===== src/rtl/ctl_reg_pkg.sv =====
// Package: shared constants and types for the serial control register slave.
// Assumes the control-byte layout is fixed: index in bits 3:0, flags above.
package ctl_reg_pkg;
    localparam int IDX_W      = 4;
    localparam int NREG       = 1 << IDX_W;
    localparam int CB_ADV     = 4;
    localparam int CB_TEST    = 5;
    localparam int CB_KEEP    = 6;
    localparam int ST_MUTE_B  = 3;
    localparam int ST_STEREO_B = 4;
    localparam logic [7:0] TEST_REG_RST = 8'hFE;

    typedef enum logic [2:0] {
        BS_IDLE,
        BS_ADDR,
        BS_CTRL,
        BS_WRITE,
        BS_READ
    } bus_state_t;
endpackage


===== src/rtl/i2c_line_filter.sv =====
// Module: two-flop synchronizer followed by a stability filter.
// The output takes a new level only after the synchronized input has
// differed from it for FILT_LEN consecutive clocks. Idle level is 1.
module i2c_line_filter #(
    parameter int FILT_LEN = 3
) (
    input  logic clk,
    input  logic rst_n,
    input  logic line_i,
    output logic line_o
);
    localparam int CW = $clog2(FILT_LEN + 1);

    logic          s1, s2;
    logic [CW-1:0] run_cnt;

    // Bring the pad level into the clock domain.
    always_ff @(posedge clk) begin
        if (!rst_n) begin
            s1 <= 1'b1;
            s2 <= 1'b1;
        end else begin
            s1 <= line_i;
            s2 <= s1;
        end
    end

    // Accept a new level only once it has persisted long enough.
    always_ff @(posedge clk) begin
        if (!rst_n) begin
            line_o  <= 1'b1;
            run_cnt <= '0;
        end else if (s2 == line_o) begin
            run_cnt <= '0;
        end else if (run_cnt == CW'(FILT_LEN - 1)) begin
            line_o  <= s2;
            run_cnt <= '0;
        end else begin
            run_cnt <= run_cnt + 1'b1;
        end
    end

    AST_FILT_SETTLED: assert property (@(posedge clk) disable iff (!rst_n)
        (line_o != $past(line_o)) |-> ($past(s2, 2) == line_o));
endmodule


===== src/rtl/i2c_bus_fsm.sv =====
// Module: bus protocol engine. Detects START/STOP on filtered lines,
// matches the device address, decodes the control byte, issues write
// strobes and shifts out the status byte. Bits are sampled on SCL rise
// and SDA is changed only after SCL fall.
module i2c_bus_fsm
    import ctl_reg_pkg::*;
#(
    parameter logic [6:0] DEV_ADDR = 7'b1000110
) (
    input  logic             clk,
    input  logic             rst_n,
    input  logic             scl,
    input  logic             sda,
    input  logic             stat_mute,
    input  logic             stat_stereo,
    output logic             sda_oe,
    output logic             wr_en,
    output logic [IDX_W-1:0] wr_idx,
    output logic [7:0]       wr_data,
    output logic             wr_keep,
    output logic             ctl_test
);
    bus_state_t       state;
    logic [3:0]       cnt;
    logic [7:0]       shreg;
    logic [7:0]       txreg;
    logic [IDX_W-1:0] idx;
    logic             rw, adv, keep, mack;
    logic             scl_q, sda_q;
    logic             scl_rise, scl_fall, start_det, stop_det;
    logic [7:0]       stat_byte;

    // Remember the previous filtered levels for edge detection.
    always_ff @(posedge clk) begin
        if (!rst_n) begin
            scl_q <= 1'b1;
            sda_q <= 1'b1;
        end else begin
            scl_q <= scl;
            sda_q <= sda;
        end
    end

    assign scl_rise  = scl & ~scl_q;
    assign scl_fall  = ~scl & scl_q;
    assign start_det = scl & scl_q & sda_q & ~sda;
    assign stop_det  = scl & scl_q & ~sda_q & sda;

    // Assemble the status byte from the live inputs.
    always_comb begin
        stat_byte              = 8'h00;
        stat_byte[ST_MUTE_B]   = stat_mute;
        stat_byte[ST_STEREO_B] = stat_stereo;
    end

    // Protocol sequencing: byte reception, acknowledge and read shifting.
    always_ff @(posedge clk) begin
        if (!rst_n) begin
            state    <= BS_IDLE;
            cnt      <= '0;
            shreg    <= '0;
            txreg    <= '0;
            idx      <= '0;
            rw       <= 1'b0;
            adv      <= 1'b0;
            keep     <= 1'b0;
            mack     <= 1'b0;
            sda_oe   <= 1'b0;
            wr_en    <= 1'b0;
            wr_idx   <= '0;
            wr_data  <= '0;
            wr_keep  <= 1'b0;
            ctl_test <= 1'b0;
        end else begin
            wr_en <= 1'b0;
            if (start_det) begin
                state  <= BS_ADDR;
                cnt    <= '0;
                sda_oe <= 1'b0;
            end else if (stop_det) begin
                state  <= BS_IDLE;
                cnt    <= '0;
                sda_oe <= 1'b0;
            end else if (state != BS_IDLE) begin
                if (scl_rise) begin
                    if (cnt < 4'd8) begin
                        shreg <= {shreg[6:0], sda};
                        cnt   <= cnt + 1'b1;
                    end else if (cnt == 4'd9 && state == BS_READ) begin
                        mack <= ~sda;
                    end
                end else if (scl_fall) begin
                    if (state == BS_READ) begin
                        if (cnt == 4'd8) begin
                            sda_oe <= 1'b0;
                            cnt    <= 4'd9;
                        end else if (cnt == 4'd9) begin
                            cnt <= '0;
                            if (mack) begin
                                txreg  <= stat_byte;
                                sda_oe <= ~stat_byte[7];
                            end else begin
                                state  <= BS_IDLE;
                                sda_oe <= 1'b0;
                            end
                        end else if (cnt != 4'd0) begin
                            sda_oe <= ~txreg[6];
                            txreg  <= {txreg[6:0], 1'b0};
                        end
                    end else if (cnt == 4'd8) begin
                        cnt <= 4'd9;
                        case (state)
                            BS_ADDR: begin
                                if (shreg[7:1] == DEV_ADDR) begin
                                    sda_oe <= 1'b1;
                                    rw     <= shreg[0];
                                end else begin
                                    state <= BS_IDLE;
                                    cnt   <= '0;
                                end
                            end
                            BS_CTRL: begin
                                sda_oe   <= 1'b1;
                                idx      <= shreg[IDX_W-1:0];
                                adv      <= shreg[CB_ADV];
                                ctl_test <= shreg[CB_TEST];
                                keep     <= shreg[CB_KEEP];
                            end
                            default: begin
                                sda_oe  <= 1'b1;
                                wr_en   <= 1'b1;
                                wr_idx  <= idx;
                                wr_data <= shreg;
                                wr_keep <= keep;
                                if (adv) idx <= idx + 1'b1;
                            end
                        endcase
                    end else if (cnt == 4'd9) begin
                        sda_oe <= 1'b0;
                        cnt    <= '0;
                        if (state == BS_ADDR) begin
                            if (rw) begin
                                state  <= BS_READ;
                                txreg  <= stat_byte;
                                sda_oe <= ~stat_byte[7];
                            end else begin
                                state <= BS_CTRL;
                            end
                        end else if (state == BS_CTRL) begin
                            state <= BS_WRITE;
                        end
                    end
                end
            end
        end
    end

    AST_IDLE_RELEASED: assert property (@(posedge clk) disable iff (!rst_n)
        (state == BS_IDLE) |-> !sda_oe);

    AST_STORE_ACKED: assert property (@(posedge clk) disable iff (!rst_n)
        wr_en |-> sda_oe);

    AST_INDEX_WRAP: assert property (@(posedge clk) disable iff (!rst_n)
        (state == BS_WRITE && scl_fall && cnt == 4'd8 && adv &&
         idx == IDX_W'(NREG - 1) && !start_det && !stop_det)
        |=> (idx == '0));
endmodule


===== src/rtl/ctl_reg_bank.sv =====
// Module: the sixteen configuration registers, the calibration request
// and the test-mode qualification. Assumes at most one store per cycle.
module ctl_reg_bank
    import ctl_reg_pkg::*;
(
    input  logic              clk,
    input  logic              rst_n,
    input  logic              wr_en,
    input  logic [IDX_W-1:0]  wr_idx,
    input  logic [7:0]        wr_data,
    input  logic              wr_keep,
    input  logic              ctl_test,
    output logic [NREG*8-1:0] regs_o,
    output logic              cal_start_o,
    output logic              test_en_o
);
    logic [7:0] regs [NREG];

    for (genvar g = 0; g < NREG; g++) begin : g_reg
        localparam logic [7:0] RST_VAL = (g == NREG - 1) ? TEST_REG_RST : 8'h00;
        // Hold one register; load it when its index is stored.
        always_ff @(posedge clk) begin
            if (!rst_n) regs[g] <= RST_VAL;
            else if (wr_en && wr_idx == IDX_W'(g)) regs[g] <= wr_data;
        end
        assign regs_o[g*8 +: 8] = regs[g];
    end

    // Request offset calibration on a store to the source selector.
    always_ff @(posedge clk) begin
        if (!rst_n) cal_start_o <= 1'b0;
        else        cal_start_o <= wr_en && (wr_idx == '0) && !wr_keep;
    end

    assign test_en_o = ctl_test & regs[NREG-1][0];

    AST_CAL_SINGLE: assert property (@(posedge clk) disable iff (!rst_n)
        cal_start_o |=> !cal_start_o);
endmodule


===== src/rtl/ctl_reg_slave.sv =====
// Module: top of the serial control register slave. Filters the bus
// lines, runs the protocol engine and holds the register bank.
// Assumes the clock is at least ~20x the SCL bit rate.
module ctl_reg_slave
    import ctl_reg_pkg::*;
#(
    parameter logic [6:0] DEV_ADDR = 7'b1000110,
    parameter int         FILT_LEN = 3
) (
    input  logic              clk,
    input  logic              rst_n,
    input  logic              scl_i,
    input  logic              sda_i,
    output logic              sda_oe_o,
    input  logic              mute_active_i,
    input  logic              stereo_det_i,
    output logic [NREG*8-1:0] regs_o,
    output logic              cal_start_o,
    output logic              test_en_o
);
    logic             scl_f, sda_f;
    logic             wr_en, wr_keep, ctl_test;
    logic [IDX_W-1:0] wr_idx;
    logic [7:0]       wr_data;

    i2c_line_filter #(.FILT_LEN(FILT_LEN)) u_scl_filt (
        .clk(clk), .rst_n(rst_n), .line_i(scl_i), .line_o(scl_f));

    i2c_line_filter #(.FILT_LEN(FILT_LEN)) u_sda_filt (
        .clk(clk), .rst_n(rst_n), .line_i(sda_i), .line_o(sda_f));

    i2c_bus_fsm #(.DEV_ADDR(DEV_ADDR)) u_fsm (
        .clk(clk), .rst_n(rst_n), .scl(scl_f), .sda(sda_f),
        .stat_mute(mute_active_i), .stat_stereo(stereo_det_i),
        .sda_oe(sda_oe_o), .wr_en(wr_en), .wr_idx(wr_idx),
        .wr_data(wr_data), .wr_keep(wr_keep), .ctl_test(ctl_test));

    ctl_reg_bank u_bank (
        .clk(clk), .rst_n(rst_n), .wr_en(wr_en), .wr_idx(wr_idx),
        .wr_data(wr_data), .wr_keep(wr_keep), .ctl_test(ctl_test),
        .regs_o(regs_o), .cal_start_o(cal_start_o), .test_en_o(test_en_o));
endmodule


===== config.mk =====
export PLATFORM = sky130hd
export DESIGN_NAME = ctl_reg_slave
export DESIGN_NICKNAME = d
export VERILOG_FILES = /design/src/rtl/ctl_reg_pkg.sv /design/src/rtl/i2c_line_filter.sv /design/src/rtl/i2c_bus_fsm.sv /design/src/rtl/ctl_reg_bank.sv /design/src/rtl/ctl_reg_slave.sv
export SDC_FILE = /design/constraint.sdc
export NUM_CORES = 1
export LEC_CHECK = 0
export BUFFER_PORTS_ARGS = -buffer_cell sky130_fd_sc_hd__buf_2
export CAP_MARGIN = 25
export CORE_MARGIN = 2
export CORE_UTILIZATION = 46
export CTS_CLUSTER_DIAMETER = 150
export CTS_CLUSTER_SIZE = 25
export DETAILED_ROUTE_END_ITERATION = 10
export GPL_TIMING_DRIVEN = 0
export PLACE_DENSITY = 0.77
export SLEW_MARGIN = 40
export SYNTH_ARGS = -nofsm -noshare
export SYNTH_HDL_FRONTEND = slang
export SYNTH_SLANG_ARGS = --single-unit

===== constraint.sdc =====
create_clock -name clk -period 2.9 [get_ports clk]
set_clock_uncertainty 0.15 [all_clocks]
set_input_delay 0.145 -clock clk [delete_from_list [all_inputs] [get_ports clk]]
set_output_delay 0.145 -clock clk [all_outputs]
set_load 0.005 [all_outputs]

==> results by group <==
Placed design
  • Placer Congestion: between 0.8 and 0.9
  • Buffers on Ports: about 140
  • DP HPWL: between 10000 and 15000 um
  • Dpl cell area: about 8400 um2
  • Pre-CTS setup slack: 0.654 ns

Floorplan
  • # rows: between 40 and 50
  • Starting density of the core: between 40% and 50%
  • Die width: 132 um
  • Area of the die: 17300 um2
  • IO Pins: about 140
  • Die H: around 130 um
  • Core footprint: around 16000 um2

STA
  • Max-slew violations: 0
  • Setup slack after layout: 0.571 ns
  • Slew @ Worst Pin: ~0.78 ns
  • Tcrit/Tclk final: 80.3%
  • Slew headroom: 47.8%
  • Final Critical Period: between 2 and 2.5 ns
  • RSZ-0062 raised after global routing: no
  • Final hold viol count: 0
  • Fmax: roughly 430 MHz
  • TNS Setup: 0 ns
  • Final setup viols: 0

Yosys
  • Top post-synthesis cells by area: edfxtp_1, dfxtp_1, and2_1, mux2i_1, nor2_1
  • Synth top cells by count: edfxtp_1, and2_1, nor2_1
  • Synth area leader: edfxtp_1
  • Fraction of registers with async set/reset: 0%
  • Post-synth EDFFs: 128
  • Cells after synthesis: 601
  • Sequential area share after synthesis: approximately 66%
  • Syn Nets: between 600 and 700
  • Most common cell in the netlist: edfxtp_1
  • Post-Syn Area per Cell: approximately 12 um2
  • Flops & latches, synth: ~180
  • Synthesis Warnings: 0
  • Synth unique cells: 52
  • Post-synth design cell area: between 7000 and 8000 um2
  • Primary FF master, synth: edfxtp_1
  • Synth top area share: between 50% and 60%

Global routing
  • Vias in the first global route: 4841
  • GR Layer Usage met2: between 30% and 40%
  • Largest net degree at the start of global routing: 19
  • Routing usage on met3: 4.51%
  • Initial antenna violation count: 0
  • GR Overflow Total: 0
  • Tot GR Track Use: about a fifth
  • Global route hottest layer: met2
  • Global-route wire length before repair: between 20000 and 30000 um
  • GR Util met1: approximately a quarter

Clock network
  • CTS Root Cell: clkbuf_16
  • Reg clk slew, reported paths: 0.07 ns
  • Inserted Clock Buffers: 17
  • CTS sink cnt: between 150 and 200
  • Skew-Pair Late Insertion Delay: between 0.4 and 0.5 ns
  • Clock tree buffer depth: 2
  • CTS tree: yes
  • # H-tree levels: 4

Finish
  • ANT cells: 0
  • # nets final: 773
  • Cell area after layout: 9070 um2
  • # fillers: 1291
  • Share of cells above drive strength 1: approximately 25%
  • Area Overhead vs Synth: 21.2%

Setup path
  • Worst setup path class: flip-flop to flip-flop
  • Critical Path RT: 3.05 ns
  • CP Cell Sequence: inv_1 > ha_1 > and3b_1 > buf_6 > nand3_1 > buf_2 > mux2i_1 > nor2_1
  • Crit path DAT: 2.47 ns
  • Crit Path Max Fanout: 10
  • Crit end category: flip-flop
  • Critical Path Max Stage Delay: ~0.42 ns
  • Slowest-stage cell, CP: dfxtp_1
  • CP startpoint kind: flip-flop
  • Levels on crit path: 8
  • Worst Reg-to-Reg Cells: 8
  • Critical path buffers and inverters: 3
  • CP top delay family: buffers and inverters

Detailed routing
  • Pre-antenna DRT Iters: 5
  • Final routed DRC violation total: 0
  • Starting DRT DRC Count: 399
  • Vias per cell: 5.14
  • Wire per inst: 16.6 um
  • Final ANT Viol Nets: 0
  • Final wirelength: 16400 um
  • Vias: ~5100

Pwr
  • Pwr Density: just under 600 nW/um2
  • Peak VDD IR: roughly 0.43 mV
  • Design Power: 5.27 mW
  • Leakage power: between 3 and 4 nW

Worst hold path
  • Hold Crit Depth: 1
  • Worst min path class: flip-flop to flip-flop

Run status
  • Status: finished, final reports clean

Job
  • Max Cap Viol: 0
[through the flow]
step / hold WS [ns] / std cells / utilization (%)
finish: 0.260 / 990 / 57.1
global route: 0.276 / 990 / 57.1
CTS: 0.256 / 990 / 57.1
detailed placement: 0.179 / 953 / 53.1
global placement: 0.180 / 953 / 53.1
floorplan: 0.0965 / 601 / -
[where the power goes]
group | internal [mW] | switching [mW]
Combinational | 0.0449 | 0.0817
Sequential | 2.84 | 0.0153
Clock | 1.22 | 1.06
[placed cells by master, fill, tap and decap left out, types with 3 or more instances in the layout]
master,netlist,layout
buf_2,3,139
edfxtp_1,128,128
and2_1,109,109
nor2_1,60,60
dfxtp_1,56,56
mux2i_1,28,28
nand2_1,21,21
clkbuf_1,18,18
nand3_1,17,17
nor3_1,17,17
a21oi_1,17,17
clkbuf_16,0,17
o21ai_1,0,15
nand2b_1,12,12
or3_1,11,11
inv_1,10,10
o21ai_0,25,9
ha_1,6,6
o31ai_1,5,5
inv_6,0,5
dlygate4sd3_1,0,5
xnor2_1,4,4
inv_8,0,4
nand3b_1,3,3
nor2b_1,3,3
nor3b_1,3,3
[final timing paths]
path / start / endpoint / slack, ns
max reg2reg: u_fsm.cnt[0] / u_fsm.wr_keep / 0.57
min reg2reg: u_scl_filt.s1 / u_scl_filt.s2 / 0.26
min: u_scl_filt.s1 / u_scl_filt.s2 / 0.26
max: u_fsm.cnt[0] / u_fsm.wr_keep / 0.57
[what timing repair did]
item                       4_1_cts  5_1_grt
resized for setup                0        0
hold endpoints to repair         5        0
hold buffers                     5        0
setup endpoints to repair        0        0
buffers inserted                 0        0
[cell families (layout without fill, tap and decap cells)]
group / after synthesis / count (layout) / synth area share [%]
AOI/OAI and AO/OA: 64 / 64 / 5.20
xor gates and xnor gates: 5 / 5 / 0.585
adders and majority gates: 7 / 7 / 1.14
buffers and inverters: 40 / 213 / 2.64
DFF: 184 / 184 / 66.3
muxes: 28 / 28 / 3.75
and+or+nand+nor: 273 / 273 / 20.3
[cell type report]
cell class / instances / area (um2) / share of cell area (%)
Sequential cell: 184 / 4960 / 54.7
Buffer: 29 / 156 / 1.72
Timing Repair Buffer: 141 / 731 / 8.06
Clock buffer: 17 / 425 / 4.69
Clock inverter: 15 / 155 / 1.71
Multi-Input combinational cell: 377 / 2320 / 25.6
Tap cell: 216 / 270 / 2.98
Inverter: 11 / 41.3 / 0.455
[registers in the layout (all words and copies together) (netlist names), 2 cells and up]
signal              cells
u_sda_filt.run_cnt      2
u_fsm.state             3
u_bank.regs           128
u_fsm.cnt               4
u_fsm.wr_data           8
u_fsm.idx               4
u_fsm.wr_idx            4
u_fsm.txreg             4
u_scl_filt.run_cnt      2
u_fsm.shreg             8
[worst reg2reg max path, cell delays in order (launching register included)]
cell	delay, ns
dfxtp_1	0.42
inv_1	0.07
ha_1	0.22
and3b_1	0.19
buf_6	0.13
nand3_1	0.28
buf_2	0.38
mux2i_1	0.28
nor2_1	0.07
[layer usage]
metal | part of all wire [%] | wire, um
met1 | 43 | 7140
met2 | 48 | 7830
met3 | 6.9 | 1130
met4 | 2.1 | 350
met5 | 0 | 0
No activity file was read; power rests on OpenSTA's default activity.
